`config.mk`:
```
export PLATFORM = sky130hd
export DESIGN_NAME = ipc_top
export DESIGN_NICKNAME = d
export VERILOG_FILES = /design/src/rtl/ipc_pkg.sv /design/src/rtl/ipc_source.sv /design/src/rtl/ipc_arbiter.sv /design/src/rtl/ipc_cpu.sv /design/src/rtl/ipc_top.sv
export SDC_FILE = /design/constraint.sdc
export NUM_CORES = 2
export LEC_CHECK = 0
export BUFFER_PORTS_ARGS = -buffer_cell sky130_fd_sc_hd__buf_2
export CAP_MARGIN = 10
export CELL_PAD_IN_SITES_DETAIL_PLACEMENT = 0
export CELL_PAD_IN_SITES_GLOBAL_PLACEMENT = 1
export CORE_MARGIN = 2
export CORE_UTILIZATION = 30
export CTS_BUF_LIST = sky130_fd_sc_hd__clkbuf_4 sky130_fd_sc_hd__clkbuf_8
export DETAILED_ROUTE_END_ITERATION = 16
export PLACE_DENSITY = 0.57
export SETUP_SLACK_MARGIN = 0.5
export SYNTH_ARGS = -nofsm -noshare
export SYNTH_HDL_FRONTEND = slang
export SYNTH_SLANG_ARGS = --single-unit
```
`constraint.sdc`:
```
create_clock -name clk -period 39.4 [get_ports clk]
set_clock_uncertainty 0.1 [all_clocks]
set_input_delay 3.94 -clock clk [delete_from_list [all_inputs] [get_ports clk]]
set_output_delay 3.94 -clock clk [all_outputs]
set_load 0.03 [all_outputs]
```
`src/rtl/ipc_pkg.sv`:
```
package ipc_pkg;
    localparam int DATA_W    = 32;
    localparam int ADDR_W    = 12;
    localparam int VEC_W     = 8;
    localparam int PRIO_W    = 4;

    // configuration word layout
    localparam int VEC_LSB   = 0;
    localparam int PRIO_LSB  = 8;
    localparam int LEVEL_BIT = 16;
    localparam int HIGH_BIT  = 17;
    localparam int BUSY_BIT  = 30;
    localparam int BLOCK_BIT = 31;

    // address regions, addr[11:8]
    localparam logic [3:0] RGN_GLOBAL = 4'h0;
    localparam logic [3:0] RGN_SRC    = 4'h1;
    localparam logic [3:0] RGN_CPU    = 4'h2;

    // processor register offsets, addr[3:2]
    localparam logic [1:0] CPU_TASK = 2'd0;
    localparam logic [1:0] CPU_ACK  = 2'd1;
    localparam logic [1:0] CPU_EOI  = 2'd2;

    localparam logic [VEC_W-1:0] SPUR_RST = 8'hFF;

    typedef struct packed {
        logic              block;
        logic              high;
        logic              level;
        logic [PRIO_W-1:0] prio;
        logic [VEC_W-1:0]  vec;
    } src_cfg_t;
endpackage

```
`src/rtl/ipc_source.sv`:
```
module ipc_source
    import ipc_pkg::*;
#(
    parameter int NCPU = 4
) (
    input  logic            clk,
    input  logic            rst_n,
    input  logic            line_i,
    input  logic            cfg_we_i,
    input  src_cfg_t        cfg_wdata_i,
    input  logic            dest_we_i,
    input  logic [NCPU-1:0] dest_wdata_i,
    input  logic            take_i,
    input  logic            free_i,
    output src_cfg_t        cfg_o,
    output logic [NCPU-1:0] dest_o,
    output logic            ready_o,
    output logic            busy_o
);
    typedef struct packed {
        src_cfg_t        cfg;
        logic [NCPU-1:0] dest;
        logic            act;
        logic            edge_pend;
        logic            svc;
    } state_t;

    state_t q, d;
    logic   act_now;
    logic   pending;

    always_comb begin
        d       = q;
        act_now = q.cfg.high ? line_i : ~line_i;
        d.act   = act_now;
        if (cfg_we_i) begin
            d.cfg = cfg_wdata_i;
        end
        if (dest_we_i) begin
            d.dest = dest_wdata_i;
        end
        if (take_i) begin
            d.svc       = 1'b1;
            d.edge_pend = 1'b0;
        end
        if (free_i) begin
            d.svc = 1'b0;
        end
        if (!q.cfg.level && act_now && !q.act && !d.cfg.block) begin
            d.edge_pend = 1'b1;
        end
        if (d.cfg.block) begin
            d.edge_pend = 1'b0;
        end
    end

    always_ff @(posedge clk or negedge rst_n) begin
        if (!rst_n) begin
            q           <= '0;
            q.cfg.block <= 1'b1;
        end else begin
            q <= d;
        end
    end

    assign pending = q.cfg.level ? q.act : q.edge_pend;
    assign ready_o = pending & ~q.cfg.block & ~q.svc;
    assign busy_o  = ready_o | q.svc;
    assign cfg_o   = q.cfg;
    assign dest_o  = q.dest;

    AST_BLOCK_DROPS_EDGE: assert property (@(posedge clk) disable iff (!rst_n)
        (q.cfg.block && !cfg_we_i) |=> !q.edge_pend);
    AST_TAKE_WHEN_READY: assert property (@(posedge clk) disable iff (!rst_n)
        take_i |-> ready_o);
    AST_TAKE_ENTERS_SERVICE: assert property (@(posedge clk) disable iff (!rst_n)
        take_i |=> (q.svc && busy_o));
    AST_FREE_ONLY_SERVICED: assert property (@(posedge clk) disable iff (!rst_n)
        free_i |-> q.svc);
endmodule

```
`src/rtl/ipc_arbiter.sv`:
```
module ipc_arbiter
    import ipc_pkg::*;
#(
    parameter int NSRC  = 16,
    parameter int IDX_W = $clog2(NSRC)
) (
    input  logic [NSRC-1:0]              ready_i,
    input  logic [NSRC-1:0]              route_i,
    input  logic [NSRC-1:0][PRIO_W-1:0]  prio_i,
    input  logic [NSRC-1:0][VEC_W-1:0]   vec_i,
    input  logic [PRIO_W-1:0]            thr_i,
    output logic                         hit_o,
    output logic [IDX_W-1:0]             idx_o,
    output logic [PRIO_W-1:0]            prio_o,
    output logic [VEC_W-1:0]             vec_o
);
    // scan from the top index down; ">=" lets a lower index take a tie
    always_comb begin
        hit_o  = 1'b0;
        idx_o  = '0;
        prio_o = '0;
        vec_o  = '0;
        for (int i = NSRC - 1; i >= 0; i--) begin
            if (ready_i[i] && route_i[i] && (prio_i[i] > thr_i) && (prio_i[i] >= prio_o)) begin
                hit_o  = 1'b1;
                idx_o  = IDX_W'(i);
                prio_o = prio_i[i];
                vec_o  = vec_i[i];
            end
        end
    end
endmodule

```
`src/rtl/ipc_cpu.sv`:
```
module ipc_cpu
    import ipc_pkg::*;
#(
    parameter int NSRC  = 16,
    parameter int IDX_W = $clog2(NSRC)
) (
    input  logic              clk,
    input  logic              rst_n,
    input  logic              task_we_i,
    input  logic [PRIO_W-1:0] task_wdata_i,
    input  logic              push_i,
    input  logic [IDX_W-1:0]  push_idx_i,
    input  logic [PRIO_W-1:0] push_prio_i,
    input  logic              pop_i,
    output logic [PRIO_W-1:0] task_o,
    output logic              top_valid_o,
    output logic [IDX_W-1:0]  top_idx_o,
    output logic [PRIO_W-1:0] thr_o
);
    // each nested entry is strictly above the previous, so one slot per nonzero level
    localparam int DEPTH = (2 ** PRIO_W) - 1;
    localparam int SP_W  = $clog2(DEPTH + 1);

    typedef struct packed {
        logic [IDX_W-1:0]  idx;
        logic [PRIO_W-1:0] prio;
    } entry_t;

    typedef struct packed {
        logic [PRIO_W-1:0]       task_prio;
        logic [SP_W-1:0]         sp;
        entry_t [DEPTH-1:0]      stack;
    } state_t;

    state_t            q, d;
    entry_t            top_e;
    logic [PRIO_W-1:0] cur_prio;

    always_comb begin
        d = q;
        if (task_we_i) begin
            d.task_prio = task_wdata_i;
        end
        if (push_i && (q.sp != SP_W'(DEPTH))) begin
            d.stack[q.sp] = '{idx: push_idx_i, prio: push_prio_i};
            d.sp          = q.sp + 1'b1;
        end else if (pop_i && (q.sp != '0)) begin
            d.sp = q.sp - 1'b1;
        end
    end

    always_ff @(posedge clk or negedge rst_n) begin
        if (!rst_n) begin
            q <= '0;
        end else begin
            q <= d;
        end
    end

    assign top_valid_o = (q.sp != '0);
    assign top_e       = top_valid_o ? q.stack[q.sp - 1'b1] : '0;
    assign top_idx_o   = top_e.idx;
    assign cur_prio    = top_valid_o ? top_e.prio : '0;
    assign thr_o       = (cur_prio > q.task_prio) ? cur_prio : q.task_prio;
    assign task_o      = q.task_prio;

    AST_NO_OVERFLOW: assert property (@(posedge clk) disable iff (!rst_n)
        push_i |-> (q.sp != SP_W'(DEPTH)));
    AST_NEST_RAISES: assert property (@(posedge clk) disable iff (!rst_n)
        push_i |-> ((push_prio_i > cur_prio) && (push_prio_i > q.task_prio)));
endmodule

```
`src/rtl/ipc_top.sv`:
```
module ipc_top
    import ipc_pkg::*;
#(
    parameter int NSRC = 16,
    parameter int NCPU = 4
) (
    input  logic              clk,
    input  logic              rst_n,
    input  logic [NSRC-1:0]   irq_in,
    input  logic              wr_en,
    input  logic              rd_en,
    input  logic [ADDR_W-1:0] addr,
    input  logic [DATA_W-1:0] wdata,
    output logic [DATA_W-1:0] rdata,
    output logic [NCPU-1:0]   irq_out
);
    localparam int IDX_W = $clog2(NSRC);

    typedef struct packed {
        logic [VEC_W-1:0]  spur;
        logic [DATA_W-1:0] rdata;
    } state_t;

    state_t q, d;

    // address decode
    logic       word_ok, glob_hit, src_hit, cpu_hit, spur_sel;
    logic [3:0] src_slot;
    logic [1:0] cpu_slot, cpu_ofs;
    logic       src_in_range, cpu_in_range;

    assign word_ok      = (addr[1:0] == 2'b00);
    assign glob_hit     = word_ok && (addr[11:8] == RGN_GLOBAL);
    assign spur_sel     = glob_hit && (addr[7:2] == '0);
    assign src_slot     = addr[6:3];
    assign src_in_range = (int'(src_slot) < NSRC);
    assign src_hit      = word_ok && (addr[11:8] == RGN_SRC) && !addr[7] && src_in_range;
    assign cpu_slot     = addr[5:4];
    assign cpu_ofs      = addr[3:2];
    assign cpu_in_range = (int'(cpu_slot) < NCPU);
    assign cpu_hit      = word_ok && (addr[11:8] == RGN_CPU) && (addr[7:6] == 2'b00) && cpu_in_range;

    src_cfg_t  wcfg;
    assign wcfg = '{block: wdata[BLOCK_BIT], high: wdata[HIGH_BIT], level: wdata[LEVEL_BIT],
                    prio: wdata[PRIO_LSB +: PRIO_W], vec: wdata[VEC_LSB +: VEC_W]};

    src_cfg_t                    cfg   [NSRC];
    logic [NCPU-1:0]             dest  [NSRC];
    logic [NSRC-1:0]             ready, busy, take, free_s;
    logic [NSRC-1:0][PRIO_W-1:0] prio_all;
    logic [NSRC-1:0][VEC_W-1:0]  vec_all;

    logic [NCPU-1:0][NSRC-1:0]   route;
    logic [NCPU-1:0]             hit, ack_rd, push, pop, top_valid;
    logic [NCPU-1:0][IDX_W-1:0]  win_idx, top_idx;
    logic [NCPU-1:0][PRIO_W-1:0] win_prio, thr, task_p;
    logic [NCPU-1:0][VEC_W-1:0]  win_vec;

    for (genvar s = 0; s < NSRC; s++) begin : g_src
        logic cfg_we, dest_we;
        assign cfg_we  = wr_en && src_hit && (int'(src_slot) == s) && !addr[2];
        assign dest_we = wr_en && src_hit && (int'(src_slot) == s) &&  addr[2];

        ipc_source #(.NCPU(NCPU)) u_src (
            .clk          (clk),
            .rst_n        (rst_n),
            .line_i       (irq_in[s]),
            .cfg_we_i     (cfg_we),
            .cfg_wdata_i  (wcfg),
            .dest_we_i    (dest_we),
            .dest_wdata_i (wdata[NCPU-1:0]),
            .take_i       (take[s]),
            .free_i       (free_s[s]),
            .cfg_o        (cfg[s]),
            .dest_o       (dest[s]),
            .ready_o      (ready[s]),
            .busy_o       (busy[s])
        );
        assign prio_all[s] = cfg[s].prio;
        assign vec_all[s]  = cfg[s].vec;
        for (genvar c = 0; c < NCPU; c++) begin : g_route
            assign route[c][s] = dest[s][c];
        end
    end

    for (genvar c = 0; c < NCPU; c++) begin : g_cpu
        logic sel, task_we;
        assign sel       = cpu_hit && (int'(cpu_slot) == c);
        assign task_we   = wr_en && sel && (cpu_ofs == CPU_TASK);
        assign ack_rd[c] = rd_en && sel && (cpu_ofs == CPU_ACK);
        assign push[c]   = ack_rd[c] && hit[c];
        assign pop[c]    = wr_en && sel && (cpu_ofs == CPU_EOI) && (wdata == '0);

        ipc_arbiter #(.NSRC(NSRC), .IDX_W(IDX_W)) u_arb (
            .ready_i (ready),
            .route_i (route[c]),
            .prio_i  (prio_all),
            .vec_i   (vec_all),
            .thr_i   (thr[c]),
            .hit_o   (hit[c]),
            .idx_o   (win_idx[c]),
            .prio_o  (win_prio[c]),
            .vec_o   (win_vec[c])
        );

        ipc_cpu #(.NSRC(NSRC), .IDX_W(IDX_W)) u_cpu (
            .clk          (clk),
            .rst_n        (rst_n),
            .task_we_i    (task_we),
            .task_wdata_i (wdata[PRIO_W-1:0]),
            .push_i       (push[c]),
            .push_idx_i   (win_idx[c]),
            .push_prio_i  (win_prio[c]),
            .pop_i        (pop[c]),
            .task_o       (task_p[c]),
            .top_valid_o  (top_valid[c]),
            .top_idx_o    (top_idx[c]),
            .thr_o        (thr[c])
        );

        AST_WINNER_ROUTED: assert property (@(posedge clk) disable iff (!rst_n)
            hit[c] |-> (ready[win_idx[c]] && dest[win_idx[c]][c]));
        AST_SPURIOUS_RETURN: assert property (@(posedge clk) disable iff (!rst_n)
            (ack_rd[c] && !hit[c]) |=> (rdata == {{(DATA_W-VEC_W){1'b0}}, $past(q.spur)}));
    end

    // one bus access per cycle, so at most one source enters or leaves service
    always_comb begin
        take   = '0;
        free_s = '0;
        for (int c = 0; c < NCPU; c++) begin
            if (push[c]) begin
                take[win_idx[c]] = 1'b1;
            end
            if (pop[c] && top_valid[c]) begin
                free_s[top_idx[c]] = 1'b1;
            end
        end
    end

    always_comb begin
        d = q;
        if (wr_en && spur_sel) begin
            d.spur = wdata[VEC_W-1:0];
        end
        if (rd_en) begin
            d.rdata = '0;
            if (spur_sel) begin
                d.rdata[VEC_W-1:0] = q.spur;
            end else if (src_hit) begin
                if (addr[2]) begin
                    d.rdata[NCPU-1:0] = dest[src_slot];
                end else begin
                    d.rdata[VEC_LSB +: VEC_W]   = cfg[src_slot].vec;
                    d.rdata[PRIO_LSB +: PRIO_W] = cfg[src_slot].prio;
                    d.rdata[LEVEL_BIT]          = cfg[src_slot].level;
                    d.rdata[HIGH_BIT]           = cfg[src_slot].high;
                    d.rdata[BUSY_BIT]           = busy[src_slot];
                    d.rdata[BLOCK_BIT]          = cfg[src_slot].block;
                end
            end else if (cpu_hit) begin
                case (cpu_ofs)
                    CPU_TASK: d.rdata[PRIO_W-1:0] = task_p[cpu_slot];
                    CPU_ACK:  d.rdata[VEC_W-1:0]  = hit[cpu_slot] ? win_vec[cpu_slot] : q.spur;
                    default:  d.rdata             = '0;
                endcase
            end
        end
    end

    always_ff @(posedge clk or negedge rst_n) begin
        if (!rst_n) begin
            q      <= '0;
            q.spur <= SPUR_RST;
        end else begin
            q <= d;
        end
    end

    assign rdata   = q.rdata;
    assign irq_out = hit;

    AST_ONE_TAKE: assert property (@(posedge clk) disable iff (!rst_n)
        $onehot0(take));
endmodule

```
==> impl_metrics.toml <==
[logic_synthesis]
synth_xor_area_share_pct = 0.845
ys.warnings.count = 0
synth_top_family_by_area = "multiplexers"
synth_cell_types = 116
syn-mean-instance-area_um2 = 9.57
synthTopCellsByArea = "dfrtp_1, ha_1, mux2_2"
synth_compound_area_share_pct = 14.9
netlist_instances = 6590
synth_edf_count = 0
synth_area_mm2 = 0.0630
yosysTopAreaCellShare_pct = 34.3
synth_simple_gate_area_share_pct = 15.0
seq_area_frac_synth_pct = 35.3
synthMuxAreaShare_pct = 20.3
yosysTopAreaCell = "dfrtp_1"
synth-seq-cells = 888
ys_async_sr_fraction_pct = 100
ys.flop_type = "dfrtp_1"
synth_fa_ha_area_share_pct = 9.73

[critical_path]
critPathKind = "reg -> out"
max_stage_delay_ns = 0.56
crit_top_cell = "ha_1"
arrival_ns = 32.90
critPathBufInv = 13
crit_family = "compound AO/OA/AOI/OAI gates"
endpoint_kind = "output port"
required_ns = 35.36
path_max_fanout = 24
crit_slowest_cell = "nor4_1"
startpoint_type = "register"

[timing]
setup_viol_count_final = 0
fmax_ghz = 0.0271
worstMarginPinSlew_ns = 1.15
fin_crit_sh_pct = 93.8
drv_slew = 0
period_minus_slack_ns = 36.94
slew_headroom_pct = 22.9
rsz0062_at_grt = "true"
hold_viol = 0
fin_tns_setup_ns = 0

[power_and_ir_drop]
p_sw_uw = 574
p_per_area_mw_per_mm2 = 29.6
p_sw_share_pct = 27.1
p_leak_uw = 0.0308
combPwrFrac_pct = 8.2
power.total_uw = 2110
power_frac_seq_pct = 43.7
intPower_uw = 1540
clock_power_share_pct = 48.1
ir_drop_uv = 35.0

[floorplan]
dieWidth_um = 462
die_y_um = 462
core-area_mm2 = 0.209
dieArea_mm2 = 0.214
core.rowCount = 168
io-pin-count = 100
start_util_pct = 30.1

[cts]
clkTransAtPathRegs_ns = 0.06
cts_buffers = 165
htree_levels = 4
postCtsHoldBufs = 0
cts.sinks = 888
clkLatencyLatePin_ns = 0.97
cts_root_buf = "clkbuf_8"
cts_tree = "built"
cts_buffer_depth = 3

[route]
vias = 53400
dr.pass1.iters = 6
post_drt_wl_per_cell_um = 27.3
ant_nets = 0
wl_um = 262000
vias_per_cell = 5.57
drtIter0Drc = 4625
drcViolationCount = 0

[grt]
grt_max_degree = 92
antenna_found_initial = 21
grt_pass1_vias = 52600
grt_overflow_total = 0
grt_util_all_layers_pct = 24.0
grt_pass1_wl_um = 380000

[job]
cap_viol_max_count = 0

[finish]
postLayoutCoreUtil_pct = 34.1
area_growth_pct = 13.1
seq_area_mm2 = 0.0223
multi_input_area_mm2 = 0.0390
drive_gt1_share_pct = 22.2
fill_cells = 21300
fin_area_mm2 = 0.0713
instances_no_fill = 9592
nets = 7192

[place]
placed_area_mm2 = 0.0673
place_congestion = 0.940
placed_cells_incl_taps = 9279
io_buffers = 83
place.detailed.hpwl_um = 193000

[outcome]
status = "completed"

[min_path]
hold_class = "reg -> reg"
path summary, 6_finish.rpt:
kind | from | endpoint | slack [ns] | cells past startpoint
worst min register to register | g_cpu[1].u_cpu.q[41] | g_cpu[1].u_cpu.q[41] | 0.37 | 2
worst min-delay path | g_cpu[1].u_cpu.q[41] | g_cpu[1].u_cpu.q[41] | 0.37 | 2
max in group asynchronous | rst_n | g_cpu[1].u_cpu.q[5] | 32.47 | 5
worst max register to register | g_cpu[0].u_cpu.q[121] | g_cpu[0].u_cpu.q[72] | 5.78 | 149
min in group asynchronous | rst_n | g_cpu[2].u_cpu.q[89] | 2.95 | 1
worst max-delay path | g_cpu[0].u_cpu.q[121] | irq_out[0] | 2.46 | 148
metrics by stage:
step | setup slack, ns | hold WS [ns]
after floorplan | 3.92 | 0.340
after global placement | 1.84 | 0.356
after detailed placement | 1.33 | 0.362
after CTS | 0.667 | 0.379
after global routing | 0.427 | 0.395
final | 2.46 | 0.373
cell usage in the layout, fill, tap and decap left out, types with 42 or more instances in the layout:
cell,count
nand2_1,853
nand4_1,71
clkbuf_4,45
o21ai_0,643
buf_2,79
a21o_1,117
a21oi_1,431
nor3_1,61
buf_4,211
mux2i_1,198
nor2_1,416
nand2b_1,144
o22ai_1,72
o211ai_1,52
mux2_2,471
dfrtp_1,858
xnor2_1,51
nand3_1,143
and2_1,42
clkbuf_8,214
nor2b_1,63
mux4_2,226
inv_1,187
ha_1,472
cells by family (layout without fill, tap and decap cells):
group                      count (synthesis)  count (layout)
buffers and inverters                    607             782
adders and majority gates                494             494
DFF                                      888             888
muxes                                    930             930
AOI/OAI and AO/OA                       1581            1581
xor gates and xnor gates                  60              60
other                                      1              23
and+or+nand+nor                         2029            2029
power by group through the flow:
stage	registers (uW)	clock network [uW]	logic [uW]
floorplan	937	0	91.3
global placement	940	0	171
detailed placement	940	0	172
CTS	924	1040	172
global route	924	1090	185
finish	924	1020	173
cell type report:
cell class	count	area share (%)
Antenna cell	7	0.0246
Clock buffer	259	4.60
Clock inverter	34	0.614
Inverter	190	1.01
Multi-Input combinational cell	5110	54.7
Sequential cell	888	31.2
Tap cell	2805	4.92
Timing Repair Buffer	299	2.97
routing by layer:
layer	vias up	track usage [%]	share of wire (%)
li1	24200	-	-
met5	-	0	0.032
met3	432	3.59	5.5
met1	27000	32.0	44
met4	12	10.6	4.8
met2	1819	38.5	46
cell usage after synthesis (all sizes together), types with 72 or more instances:
cell type and count:
nor3 88, a21oi 440, mux2 495, inv 188, buf 96, dfrtp 864
clkbuf 321, o22ai 73, mux4 226, ha 474, nand4 72, nor2 427
mux2i 209, o21ai 659, a21o 118, nand2b 144, nand2 853, nand3 144
tightest hold or removal path, cell delays in order, from the launching register on:
cell     delay, ns
dfrtp_1       0.33
nand2_1       0.04
o21ai_0       0.06
sequential cells by signal (all words and copies together), names as in the netlist:
name,count
q,8
g_src.u_src.cfg_o,240
g_cpu.u_cpu.task_o,16
rdata,16
g_src.u_src.dest_o,64
g_cpu.u_cpu.q,496
g_src.u_src.q,48
repair_timing:
action                     4_1_cts  5_1_grt
buffers inserted                 0       12
pin swaps                        0        3
setup endpoints to repair        1        3
gates resized for setup          2       37
(Power assumes the default switching activity.)
